--- config.mk ---
export PLATFORM = sky130hd
export DESIGN_NAME = pil_arb
export DESIGN_NICKNAME = d
export VERILOG_FILES = /design/src/rtl/pil_arb_pkg.sv /design/src/rtl/pil_pend.sv /design/src/rtl/pil_pick.sv /design/src/rtl/pil_arb.sv
export SDC_FILE = /design/constraint.sdc
export NUM_CORES = 1
export LEC_CHECK = 0
export BUFFER_PORTS_ARGS = -buffer_cell sky130_fd_sc_hd__buf_4
export CAP_MARGIN = 15
export CELL_PAD_IN_SITES_DETAIL_PLACEMENT = 1
export CELL_PAD_IN_SITES_GLOBAL_PLACEMENT = 1
export CORE_MARGIN = 2
export CORE_UTILIZATION = 36
export DETAILED_ROUTE_END_ITERATION = 8
export GPL_ROUTABILITY_DRIVEN = 0
export PLACE_DENSITY = 0.85
export SYNTH_ARGS = -nofsm -noshare
export SYNTH_HDL_FRONTEND = slang
export SYNTH_SLANG_ARGS = --single-unit
--- constraint.sdc ---
create_clock -name clk -period 4.8 [get_ports clk]
set_input_delay 0.96 -clock clk [delete_from_list [all_inputs] [get_ports clk]]
set_output_delay 0.96 -clock clk [all_outputs]
set_load 0.01 [all_outputs]
--- src/rtl/pil_arb_pkg.sv ---
package pil_arb_pkg;
  localparam int unsigned DEF_LEVELS   = 16;
  localparam int unsigned DEF_TT_W     = 9;
  localparam int unsigned DEF_TL_W     = 3;
  localparam int unsigned DEF_TICK_BIT = 0;
  localparam int unsigned DEF_STCK_BIT = 15;
  localparam int unsigned DEF_FOLD_LVL = 14;
  localparam logic [8:0]  DEF_EXT_BASE = 9'h040;

  typedef enum logic [1:0] {
    ACT_HOLD  = 2'd0,
    ACT_CLEAR = 2'd1,
    ACT_LOAD  = 2'd2
  } arb_act_e;
endpackage

--- src/rtl/pil_pend.sv ---
module pil_pend #(
  parameter int unsigned LEVELS   = 16,
  parameter int unsigned TICK_BIT = 0,
  parameter int unsigned STCK_BIT = 15,
  parameter int unsigned FOLD_LVL = 14
) (
  input  logic [LEVELS-1:0] hw_lines,
  input  logic [LEVELS-1:0] sw_lines,
  output logic [LEVELS-1:0] pend
);
  localparam logic [LEVELS-1:0] TMR_MASK =
    (LEVELS'(1) << TICK_BIT) | (LEVELS'(1) << STCK_BIT);

  logic tmr_hit;

  always_comb begin
    tmr_hit = |(sw_lines & TMR_MASK);
    pend    = hw_lines | (sw_lines & ~TMR_MASK);
    if (tmr_hit) pend[FOLD_LVL] = 1'b1;
  end
endmodule

--- src/rtl/pil_pick.sv ---
module pil_pick #(
  parameter int unsigned LEVELS = 16,
  localparam int unsigned LW    = $clog2(LEVELS)
) (
  input  logic [LEVELS-1:0] pend,
  input  logic [LW-1:0]     floor_lvl,
  output logic              found,
  output logic [LW-1:0]     win_lvl
);
  logic [LEVELS-1:0] above;
  logic [LEVELS-1:0] elig;

  for (genvar g = 0; g < LEVELS; g++) begin : g_above
    assign above[g] = (LW'(g) > floor_lvl);
  end

  assign elig = pend & above;

  always_comb begin
    found   = 1'b0;
    win_lvl = '0;
    for (int i = 0; i < LEVELS; i++) begin
      if (elig[i]) begin
        found   = 1'b1;
        win_lvl = LW'(i);
      end
    end
  end
endmodule

--- src/rtl/pil_arb.sv ---
module pil_arb
  import pil_arb_pkg::*;
#(
  parameter int unsigned LEVELS   = DEF_LEVELS,
  parameter int unsigned TT_W     = DEF_TT_W,
  parameter int unsigned TL_W     = DEF_TL_W,
  parameter int unsigned TICK_BIT = DEF_TICK_BIT,
  parameter int unsigned STCK_BIT = DEF_STCK_BIT,
  parameter int unsigned FOLD_LVL = DEF_FOLD_LVL,
  parameter logic [TT_W-1:0] EXT_BASE = TT_W'(DEF_EXT_BASE),
  localparam int unsigned LW = $clog2(LEVELS)
) (
  input  logic              clk,
  input  logic              rst_n,
  input  logic [LEVELS-1:0] irq_lines,
  input  logic [LEVELS-1:0] soft_pend,
  input  logic [LW-1:0]     cur_pil,
  input  logic              int_en,
  input  logic [TL_W-1:0]   trap_lvl,
  input  logic [TT_W-1:0]   trap_type_now,
  input  logic              vec_busy,
  output logic              irq_req,
  output logic [TT_W-1:0]   irq_tt
);
  localparam int unsigned THR_W = LEVELS + 1;

  logic [LEVELS-1:0] pend;
  logic [THR_W-1:0]  thresh;
  logic              below;
  logic              found;
  logic [LW-1:0]     win_lvl;
  logic [TT_W-1:0]   cand_tt;
  logic              nest_block;
  arb_act_e          act;

  logic              req_q, req_d;
  logic [TT_W-1:0]   tt_q, tt_d;
  logic              upd_en;

  pil_pend #(
    .LEVELS(LEVELS), .TICK_BIT(TICK_BIT),
    .STCK_BIT(STCK_BIT), .FOLD_LVL(FOLD_LVL)
  ) i_pend (
    .hw_lines (irq_lines),
    .sw_lines (soft_pend),
    .pend     (pend)
  );

  pil_pick #(.LEVELS(LEVELS)) i_pick (
    .pend      (pend),
    .floor_lvl (cur_pil),
    .found     (found),
    .win_lvl   (win_lvl)
  );

  // Threshold: any set bit above the current level makes the vector reach 2<<pil.
  assign thresh  = THR_W'(2) << cur_pil;
  assign below   = ({1'b0, pend} < thresh);
  assign cand_tt = EXT_BASE | TT_W'(win_lvl);

  // A nested external trap of higher type keeps the new candidate out.
  assign nest_block = (trap_lvl != '0) &&
                      (trap_type_now[TT_W-1:4] == EXT_BASE[TT_W-1:4]) &&
                      (trap_type_now > cand_tt);

  always_comb begin
    act = ACT_HOLD;
    if (vec_busy) begin
      act = ACT_HOLD;
    end else if (below) begin
      act = ACT_CLEAR;
    end else if (int_en) begin
      if (found && !nest_block && (cand_tt != tt_q)) act = ACT_LOAD;
    end else if (req_q) begin
      act = ACT_CLEAR;
    end
  end

  always_comb begin
    upd_en = (act != ACT_HOLD);
    req_d  = req_q;
    tt_d   = tt_q;
    case (act)
      ACT_CLEAR: begin req_d = 1'b0; tt_d = '0;      end
      ACT_LOAD:  begin req_d = 1'b1; tt_d = cand_tt; end
      default:   begin req_d = req_q; tt_d = tt_q;   end
    endcase
  end

  always_ff @(posedge clk or negedge rst_n) begin
    if (!rst_n) begin
      req_q <= 1'b0;
      tt_q  <= '0;
    end else if (upd_en) begin
      req_q <= req_d;
      tt_q  <= tt_d;
    end
  end

  assign irq_req = req_q;
  assign irq_tt  = tt_q;

  // a busy vector interrupt freezes the outputs
  p_busy_hold_r3: assert property (@(posedge clk) disable iff (!rst_n)
    vec_busy |=> ($stable(irq_req) && $stable(irq_tt)));

  // a vector under the threshold clears request and trap type
  p_below_clear_r4: assert property (@(posedge clk) disable iff (!rst_n)
    (!vec_busy && below) |=> (!irq_req && irq_tt == '0));

  // disabling interrupts withdraws the request
  p_off_clear_r8: assert property (@(posedge clk) disable iff (!rst_n)
    (!vec_busy && !int_en) |=> (!irq_req && irq_tt == '0));

  // a stored trap type is an external-interrupt code above the level in force
  p_tt_code_r5: assert property (@(posedge clk) disable iff (!rst_n)
    irq_req |-> (irq_tt[TT_W-1:4] == EXT_BASE[TT_W-1:4] && irq_tt[3:0] != 4'd0));

  p_tt_above_pil_r5: assert property (@(posedge clk) disable iff (!rst_n)
    (irq_tt != $past(irq_tt) && irq_tt != '0) |-> (irq_tt[3:0] > 4'($past(cur_pil))));

  // request and trap type travel together
  p_req_tt_pair_r7: assert property (@(posedge clk) disable iff (!rst_n)
    irq_req == (irq_tt != '0));
endmodule

==> results by group <==
Power and ir drop
  – Net Switching: ~110 µW
  – Pwr/cell area: roughly 150 nW/µm²
  – Total power: 289 µW
  – Worst vdd ir: around 0.17 mV
  – Comb pwr share: between 50% and 60%
  – Cell-internal power: 181 µW
  – Switching share of power: between 30% and 40%
  – Flop pwr share: approximately a fifth
  – Clock power share: a little over a quarter
  – Static Leak: 0.885 nW

Global routing
  – First-pass GRT wire length: roughly 7.1 mm
  – Grt total ovfl: 0
  – Largest net degree at the start of global routing: 18
  – All-Layer GR Usage: between 20% and 30%
  – Vias in the first global route: between 1,500 and 2,000
  – Antenna violations before repair: 0

Clocking
  – Cts repair resizes: 0
  – H-tree Lvls: 1
  – Setup repair bufs after CTS: 0
  – Hold buffers post-CTS: 0
  – TritonCTS Buffers: 3
  – Clk root buf: clkbuf_8
  – CTS tree: built
  – Worst-path clk slew: around 0.040 ns
  – Clock tree sinks: 5
  – Worst skew pair latency: 0.22 ns
  – Longest Clk Path Bufs: 2

Setup path
  – Crit. End Element: flop
  – Critical Path Fanout Max: 17
  – Reg2reg path depth: 7
  – Crit Path Class: in -> reg
  – Required time worst endpoint: slightly below 5 ns
  – CP arrival: around 4.3 ns
  – Startpoint Class: primary input

Layout
  – Max reg flops: 5
  – Share of cells above drive strength 1: roughly a third
  – Layout Nets: 330
  – Antenna cells: 0
  – Layout area overhead: 33.1%

STA
  – Fin Clk Skew: 0.00287 ns
  – Maximum clock frequency: ~0.24 GHz
  – Fin crit share: a little under nine tenths
  – Setup TNS: 0 ns
  – Min cycle time layout: 4.13 ns
  – Setup-failing EPs final: 0
  – Slew Limit Fails: 0
  – Final hold viol count: 0
  – RSZ-0062 raised after global routing: no

Drt
  – Via count: 1,669
  – DR vias/cell: roughly 5.5
  – Initial DRC count: 48
  – Routed WL: around 4.3 mm
  – Number of remaining DRC errors: 0
  – WL/cell: approximately 14 µm
  – Detailed Routing Iterations Pass 1: 4
  – Antenna Nets Post-Route: 0

Place
  – HPWL Detailed: around 3.8 mm
  – Port Buffers: 56

Die
  – Initial core utilization: between 30% and 40%
  – Core Rows: 23
  – Core footprint: ~3900 µm²
  – Die X: 67.5 µm
  – Num ports: 62
  – Die area: between 4000 and 5000 µm²
  – Die H: 67.5 µm

Synth
  – Top-count cell post-synth: nand2_1
  – Register area share after synthesis: 8.61%
  – Fraction of registers with async set/reset: 100%
  – Synth top area share: roughly 18%
  – EDFF count, synth: 0
  – Synth Area per Inst: approximately 7.2 µm²
  – Largest cells by area after synthesis: ha_1 (18%), dfrtp_1 (8.6%), nand2_1 (8.0%)
  – Seq cells post-synth: 5
  – Post-synthesis cell type count: 49
  – Synthesized instance count: roughly 200
  – Top FF cell, synth: dfrtp_1
  – Top post-synthesis cells by count: nand2_1 (31), ha_1 (21), nor2_1 (19), inv_1 (16), o21ai_0 (11)
  – Mapped cell area: roughly 1500 µm²
  – Ys Warns: 0
  – Synth area leader: ha_1

Run
  – Max-Cap Viols: 0

Hold path
  – Hold path cells: 2
  – Hold Crit Class: reg -> reg

Run status
  – Status: completed
## metal layers
layer | global-route usage [%] | part of all wire, % | vias to the layer above
li1 | - | - | 829
met1 | 26.7 | 47 | 792
met2 | 36.0 | 49 | 48
met3 | 2.83 | 4.6 | 0
met4 | 0 | 0 | 0
met5 | 0 | 0 | -
## cell usage in the layout (no fill, tap or decap), types with 3 or more instances in the layout
cell type and count:
a211oi_1 4, a21o_1 6, a21oi_1 9, a31oi_1 3
buf_4 57, clkbuf_8 3, conb_1 4, dfrtp_1 5
ha_1 21, inv_1 16, nand2_1 31, nand2b_1 3
nand3_1 3, nand4_1 3, nor2_1 19, nor2b_1 6
nor4_1 3, o21a_1 4, o21ai_0 11, o22ai_2 4
or2_1 3, or2_2 5
## worst paths after layout
| kind | start | endpoint | slack [ns] |
|---|---|---|---|
| worst max-delay path | cur_pil[3] | irq_tt[3] | 0.67 |
| worst min-delay path | irq_tt[1] | irq_tt[1] | 0.53 |
| worst max register to register | irq_tt[3] | irq_tt[3] | 2.85 |
| worst min register to register | irq_tt[1] | irq_tt[1] | 0.53 |
| max in group asynchronous | rst_n | irq_tt[6] | 4.15 |
| min in group asynchronous | rst_n | irq_tt[0] | 0.54 |
## critical path, stage by stage
cell and delay (ns):
buf_4 0.17, and2_1 0.27, o32ai_4 0.37, a211oi_1 0.10, o31ai_2 0.34, inv_1 0.10, ha_1 0.29, nor2b_1 0.13
o21a_1 0.16, o21a_1 0.16, o21ai_0 0.18, nand3_1 0.11, a31oi_1 0.21, ha_1 0.34, nand2b_1 0.19, o21ai_0 0.17
## metrics by stage
stage	area (µm²)	hold WS [ns]	instances	utilization [%]	setup WS, ns
3_3_place_gp	1890	0.530	302	47.9	0.539
3_5_place_dp	1890	0.530	302	47.9	0.464
4_1_cts	1930	0.532	306	49.0	0.666
2_1_floorplan	1460	0.544	204	-	1.01
5_1_grt	1930	0.533	306	49.0	0.394
6_report	1930	0.526	306	49.0	0.673
## area by class of cell
| type | count | area, µm² |
|---|---|---|
| Inverter | 16 | 60.1 |
| Multi-Input combinational cell | 174 | 1210 |
| Timing Repair Buffer | 57 | 428 |
| Tap cell | 50 | 62.6 |
| Fill cell | 526 | 2010 |
| Sequential cell | 5 | 125 |
| Clock buffer | 4 | 45.0 |
## kinds of logic (layout without fill, tap and decap cells)
logic type / Yosys count / after routing / synth area share, %
simple gates: 91 / 91 / 33.0
compound gates: 57 / 57 / 30.7
buf+inv: 25 / 77 / 8.70
fa+ha+maj: 21 / 21 / 18.1
flops: 5 / 5 / 8.61
other cells: 1 / 4 / 0.258
xor+xnor: 1 / 1 / 0.603
## power by group through the flow
stage          registers (mW)  logic, mW  clock network (mW)
2_1_floorplan          0.0585     0.0872                   0
3_3_place_gp           0.0577      0.148                   0
3_5_place_dp           0.0580      0.154                   0
4_1_cts                0.0575      0.155              0.0794
5_1_grt                0.0587      0.171              0.0818
6_report               0.0575      0.153              0.0778
Note: power is estimated with default switching activity, not from simulation.
